$ cat config.mk
export PLATFORM = sky130hd
export DESIGN_NAME = pred_cmp_unit
export DESIGN_NICKNAME = d
export VERILOG_FILES = /design/src/rtl/pred_cmp_pkg.sv /design/src/rtl/pred_cmp_eval.sv /design/src/rtl/pred_cmp_wb.sv /design/src/rtl/pred_file.sv /design/src/rtl/pred_cmp_unit.sv
export SDC_FILE = /design/constraint.sdc
export NUM_CORES = 1
export LEC_CHECK = 0
export ABC_AREA = 1
export BUFFER_PORTS_ARGS = -buffer_cell sky130_fd_sc_hd__buf_2
export CORE_UTILIZATION = 59
export DETAILED_ROUTE_END_ITERATION = 10
export PLACE_DENSITY = 0.88
export SKIP_LAST_GASP = 1
export SLEW_MARGIN = 20
export SYNTH_ARGS = -nofsm -noshare
export SYNTH_HDL_FRONTEND = slang
export SYNTH_SLANG_ARGS = --single-unit
$ cat constraint.sdc
create_clock -name clk -period 3.5 [get_ports clk]
set_clock_uncertainty 0.15 [all_clocks]
set_input_delay 0.35 -clock clk [delete_from_list [all_inputs] [get_ports clk]]
set_output_delay 0.35 -clock clk [all_outputs]
set_load 0.02 [all_outputs]
$ cat src/rtl/pred_cmp_pkg.sv
package pred_cmp_pkg;
  typedef enum logic [3:0] {
    TST_EQ  = 4'd0, TST_NE  = 4'd1,
    TST_LT  = 4'd2, TST_LE  = 4'd3, TST_GT  = 4'd4, TST_GE  = 4'd5,
    TST_LTU = 4'd6, TST_LEU = 4'd7, TST_GTU = 4'd8, TST_GEU = 4'd9
  } test_e;

  typedef enum logic [1:0] {
    CT_NORM = 2'd0, CT_UNC = 2'd1, CT_AND = 2'd2, CT_OR = 2'd3
  } ctype_e;

  typedef struct packed {
    logic en1;
    logic val1;
    logic en2;
    logic val2;
  } pwrite_s;
endpackage

$ cat src/rtl/pred_cmp_eval.sv
module pred_cmp_eval #(
  parameter int DATA_W = 64
) (
  input  logic [DATA_W-1:0] opa,
  input  logic [DATA_W-1:0] opb,
  input  logic [3:0]        test,
  output logic              result,
  output logic              code_ok
);
  import pred_cmp_pkg::*;

  logic eq, slt, ult;

  always_comb begin
    eq  = (opa == opb);
    slt = ($signed(opa) < $signed(opb));
    ult = (opa < opb);
    code_ok = 1'b1;
    unique case (test)
      TST_EQ:  result = eq;
      TST_NE:  result = !eq;
      TST_LT:  result = slt;
      TST_LE:  result = slt || eq;
      TST_GT:  result = !(slt || eq);
      TST_GE:  result = !slt;
      TST_LTU: result = ult;
      TST_LEU: result = ult || eq;
      TST_GTU: result = !(ult || eq);
      TST_GEU: result = !ult;
      default: begin
        result  = 1'b0;
        code_ok = 1'b0;
      end
    endcase
  end
endmodule

$ cat src/rtl/pred_cmp_wb.sv
module pred_cmp_wb (
  input  logic                     go,
  input  logic [1:0]               ctype,
  input  logic                     qp_val,
  input  logic                     result,
  output pred_cmp_pkg::pwrite_s    wr
);
  import pred_cmp_pkg::*;

  always_comb begin
    wr = '0;
    if (go) begin
      unique case (ctype)
        CT_NORM: if (qp_val) wr = '{en1: 1'b1, val1: result, en2: 1'b1, val2: !result};
        CT_UNC:  wr = '{en1: 1'b1, val1: qp_val && result,
                        en2: 1'b1, val2: qp_val && !result};
        CT_AND:  if (qp_val && !result) wr = '{en1: 1'b1, val1: 1'b0, en2: 1'b1, val2: 1'b0};
        CT_OR:   if (qp_val && result)  wr = '{en1: 1'b1, val1: 1'b1, en2: 1'b1, val2: 1'b1};
        default: wr = '0;
      endcase
    end
  end
endmodule

$ cat src/rtl/pred_file.sv
module pred_file #(
  parameter int NUM_PRED  = 64,
  parameter int NUM_GUARD = 2,
  localparam int IW = $clog2(NUM_PRED)
) (
  input  logic                    clk,
  input  logic                    rst_n,
  input  pred_cmp_pkg::pwrite_s   wr,
  input  logic [IW-1:0]           idx1,
  input  logic [IW-1:0]           idx2,
  input  logic [IW-1:0]           qp_idx,
  output logic                    qp_val,
  input  logic [NUM_GUARD*IW-1:0] guard_idx,
  output logic [NUM_GUARD-1:0]    guard_bit,
  output logic [NUM_PRED-1:0]     snapshot
);
  logic [NUM_PRED-1:0] file_q, file_d;
  logic                wr_any;

  assign wr_any = wr.en1 || wr.en2;

  always_comb begin
    file_d = file_q;
    if (wr.en1) file_d[idx1] = wr.val1;
    if (wr.en2) file_d[idx2] = wr.val2;
    file_d[0] = 1'b1;
  end

  always_ff @(posedge clk or negedge rst_n) begin
    if (!rst_n)      file_q <= {{(NUM_PRED-1){1'b0}}, 1'b1};
    else if (wr_any) file_q <= file_d;
  end

  assign qp_val   = file_q[qp_idx];
  assign snapshot = file_q;

  for (genvar g = 0; g < NUM_GUARD; g++) begin : g_guard
    assign guard_bit[g] = file_q[guard_idx[g*IW +: IW]];
  end
endmodule

$ cat src/rtl/pred_cmp_unit.sv
module pred_cmp_unit #(
  parameter int DATA_W    = 64,
  parameter int NUM_PRED  = 64,
  parameter int NUM_GUARD = 2,
  localparam int IW = $clog2(NUM_PRED)
) (
  input  logic                    clk,
  input  logic                    rst_n,
  input  logic                    req_valid,
  input  logic [DATA_W-1:0]       req_opa,
  input  logic [DATA_W-1:0]       req_opb,
  input  logic [3:0]              req_test,
  input  logic [1:0]              req_ctype,
  input  logic [IW-1:0]           req_dst1,
  input  logic [IW-1:0]           req_dst2,
  input  logic [IW-1:0]           req_qp,
  output logic                    req_illegal,
  input  logic [NUM_GUARD*IW-1:0] guard_idx,
  output logic [NUM_GUARD-1:0]    guard_bit,
  output logic [NUM_PRED-1:0]     pred_snapshot
);
  import pred_cmp_pkg::*;

  logic [1:0] rst_sync_q;
  logic       rst_int_n;
  logic       result, code_ok, legal, qp_val;
  pwrite_s    wr;

  always_ff @(posedge clk or negedge rst_n) begin
    if (!rst_n) rst_sync_q <= 2'b00;
    else        rst_sync_q <= {rst_sync_q[0], 1'b1};
  end
  assign rst_int_n = rst_sync_q[1];

  pred_cmp_eval #(.DATA_W(DATA_W)) u_eval (
    .opa(req_opa), .opb(req_opb), .test(req_test),
    .result(result), .code_ok(code_ok)
  );

  assign legal       = code_ok && (req_dst1 != req_dst2);
  assign req_illegal = req_valid && !legal;

  pred_cmp_wb u_wb (
    .go(req_valid && legal), .ctype(req_ctype), .qp_val(qp_val),
    .result(result), .wr(wr)
  );

  pred_file #(.NUM_PRED(NUM_PRED), .NUM_GUARD(NUM_GUARD)) u_file (
    .clk(clk), .rst_n(rst_int_n), .wr(wr),
    .idx1(req_dst1), .idx2(req_dst2),
    .qp_idx(req_qp), .qp_val(qp_val),
    .guard_idx(guard_idx), .guard_bit(guard_bit),
    .snapshot(pred_snapshot)
  );
endmodule

==> qor.yml <==
logic_synthesis:
  main_combinational_cell_family_by_area_after_synthesis: "simple AND/OR/NAND/NOR gates"
  yosysTopAreaCell: "dfrtp_1"
  synth-compound-area-share: 0.204
  async_reset_ff_frac: 1.00
  yosys.area_share.xor_xnor: 0.00204
  yosys_register_bits: 65
  synth.area.mux_share: 0
  post-synth-top-count-cell: "nand2_1"
  synthesis.yosys.warnings: 0
  avgSynthCellArea_sq_um: 5.64
  synthesis.instances: 1519
  yosysTopAreaCellShare: 0.190
  synth.top_cells.by_count: "nand2_1, nor2_1, inv_1"
  synth_edf_count: 0
  synth-seq-area-share: 0.190
  synthesis.area_sq_um: 8570
  synth_area_in_simple_gates: 0.375
  synth-adder-area-share: 0.0935
  ys_dominant_reg_cell: "dfrtp_1"
  synth.top_cells.by_area: "dfrtp_1, nand2_1, nor2_1"
  netlist-cell-type-count: 41
hold_path:
  hold_path_class: "input pin to async pin"
drt:
  wl_per_cell_microns: 16.6
  drt_first_pass_iters: 6
  detail_route.wirelength_mm: 31.7
  detail_route.iter0.violations: 1456
  antenna_violating_nets_post_route: 0
  drc: 0
  via_cell_ratio: 5.91
  num_vias: 11300
sta:
  totalNegativeSetupSlack_ps: 0
  ratio_of_final_minimum_period_to_clock_period: 0.861
  maxClockFrequency_mhz: 332
  finalHoldViolCount: 0
  number_of_setup_violations_in_the_final_report: 0
  relSlewSlack: 0.384
  finalWorstPathRequiredPeriod_ps: 3010
  tightest_slew_ps: 925
  timing_max_transition_violations_final: 0
  rsz0062_at_grt: "no"
power:
  static-leakage-power_nw: 5.31
  power_per_cell_area_nw_per_um2: 511
  ir_drop_mv: 0.398
  finalPower_mw: 5.21
setup_path:
  critPathRequiredTime_ps: 3580
  regToRegStartpoint: "u_file.snapshot[2]"
  critPathArrivalTime_ps: 3090
  end_kind: "flop"
  reg2reg_depth: 17
  end_of_the_worst_register_to_register_path: "u_file.snapshot[32]"
  timing.reg2reg.setup_slack_ps: 580
  timing_worst_setup_path_type: "input pin to flop"
  worst_setup_path_start_kind: "input pin"
  timing.critical_path.fanout_max: 26
placement:
  dpl.hpwl_mm: 24.3
  placed_cell_area_sq_um: 9850
  gp_congestion: 1.02
  port-buffer-count: 232
floorplan:
  start_util: 0.610
  total_die_area_sq_um: 15000
  boundary_pins: 234
  die_h_microns: 123
  die-width_microns: 123
  core.rowCount: 43
  coreArea_sq_um: 14000
grt:
  global_route_wire_length_before_repair_mm: 49.6
  first_global_vias: 10400
  grt_antenna_before_repair: 0
  global_route_overflow: 0
  grt_max_degree: 43
  globalRouteTotalUtil: 0.424
layout:
  fill_cells: 1217
  final_net_count: 1951
  layout_cells_sized_above_1: 0.168
  antenna_cells_inserted: 0
  multi_input_area_sq_um: 5790
  area_delta_synth_final_pct: 19.0
  final_core_utilization: 0.726
  post_layout_instance_area_sq_um: 10200
  final-seq-area_sq_um: 1630
clocking:
  cts_max_path_buffers: 2
  cts_buffers: 9
  numClockSinks: 65
  cts_root_buf: "clkbuf_16"
  clk_latency_ps: 340
  clk_pin_slew_worst_paths_ps: 60
  post-cts-setup-buffers: 0
  htree_levels: 3
  tritoncts: "yes"
flow_run:
  max-cap-violations: 0
run_status:
  run_status: "complete, no violations"
-- cell type report --
cell class,instances,share of cell area
repair buffers,253,0.135
flip-flops and latches,65,0.160
multi-input cells,1165,0.568
clock buffers,10,0.0234
inverters,226,0.0832
well taps,180,0.0221
clock inverters,6,0.00933
-- logic make-up after synthesis --
logic type	count (synthesis)
AO/OA/AOI/OAI	319
flip-flops	65
XOR/XNOR	2
buffers and inverters	290
adder cells (fa/ha/maj)	64
AND/OR/NAND/NOR	778
other	1
-- what timing repair did --
action                    CTS  global route
hold buffers                1             0
hold endpoints to repair    2             0
resized for setup           0             0
-- sequential cells by signal, summed over array words and instances, names as in the netlist --
register,flops
u_file.snapshot,63
rst_sync_q,2
-- layer usage --
metal / up-vias / share of wire / global-route usage
li1: 5314 / - / -
met4: 0 / 0.037 / 0.195
met5: - / 0 / 0
met3: 127 / 0.14 / 0.107
met2: 825 / 0.45 / 0.682
met1: 4996 / 0.38 / 0.530
-- through the flow --
| stage | hold WS [ps] | setup slack [ps] | std cells |
|---|---|---|---|
| CTS | 161 | 521 | 1905 |
| global route | 174 | 173 | 1905 |
| floorplan | -95.6 | 786 | 1520 |
| finish | 164 | 487 | 1905 |
| global placement | -14.5 | 313 | 1888 |
| detailed placement | -13.2 | 185 | 1888 |
-- where the power goes --
part           switching [mW]  internal, mW  total [mW]
clock network           0.373         0.653        1.03
logic                    1.62         0.925        2.54
registers               0.589          1.05        1.63
total                    2.58          2.62        5.21
-- worst max path at each step --
stage / from / end / cells after the start / slack, ps
6_report: req_opb[27] / u_file.snapshot[5] / 23 / 490
4_1_cts: req_opb[27] / u_file.snapshot[39] / 22 / 520
5_1_grt: req_opb[27] / u_file.snapshot[59] / 23 / 170
3_3_place_gp: req_opb[31] / u_file.snapshot[45] / 23 / 310
3_5_place_dp: req_opb[29] / u_file.snapshot[1] / 23 / 180
2_1_floorplan: req_opb[63] / u_file.snapshot[35] / 21 / 790
-- cells in the final DEF, fill, tap and decap left out, drive strengths merged, types with 2 or more instances in the layout --
master,Yosys,routed
a211oi,2,2
a21oi,140,140
a221oi,11,11
a31oi,3,3
a32o,6,6
buf,31,252
bufinv,0,2
clkbuf,33,10
clkinv,13,13
conb,1,2
dfrtp,65,65
ha,64,64
inv,213,217
nand2,355,355
nand3,106,106
nand3b,6,6
nand4,10,10
nor2,253,253
nor3,37,37
o211ai,9,9
o21a,5,5
o21ai,131,131
o221ai,3,3
o22ai,3,3
o311ai,2,2
o31ai,2,2
or2,9,9
xor2,2,2
-- worst max-delay path: stages --
cell and delay, ps:
buf_2 70, inv_1 30, ha_1 290, nand2_1 80
nor2_1 160, nand2_1 120, nor4_2 270, nand2_1 140
nor2_2 170, nand3_1 80, o21ai_1 90, nand3_1 90
inv_1 50, nand2_1 80, inv_2 60, nand2_2 80
nand2_1 70, nand2_1 80, nor2_4 190, buf_4 320
nand2_1 80, inv_1 60, a21oi_1 60
Power figures use the tool's default switching activity.
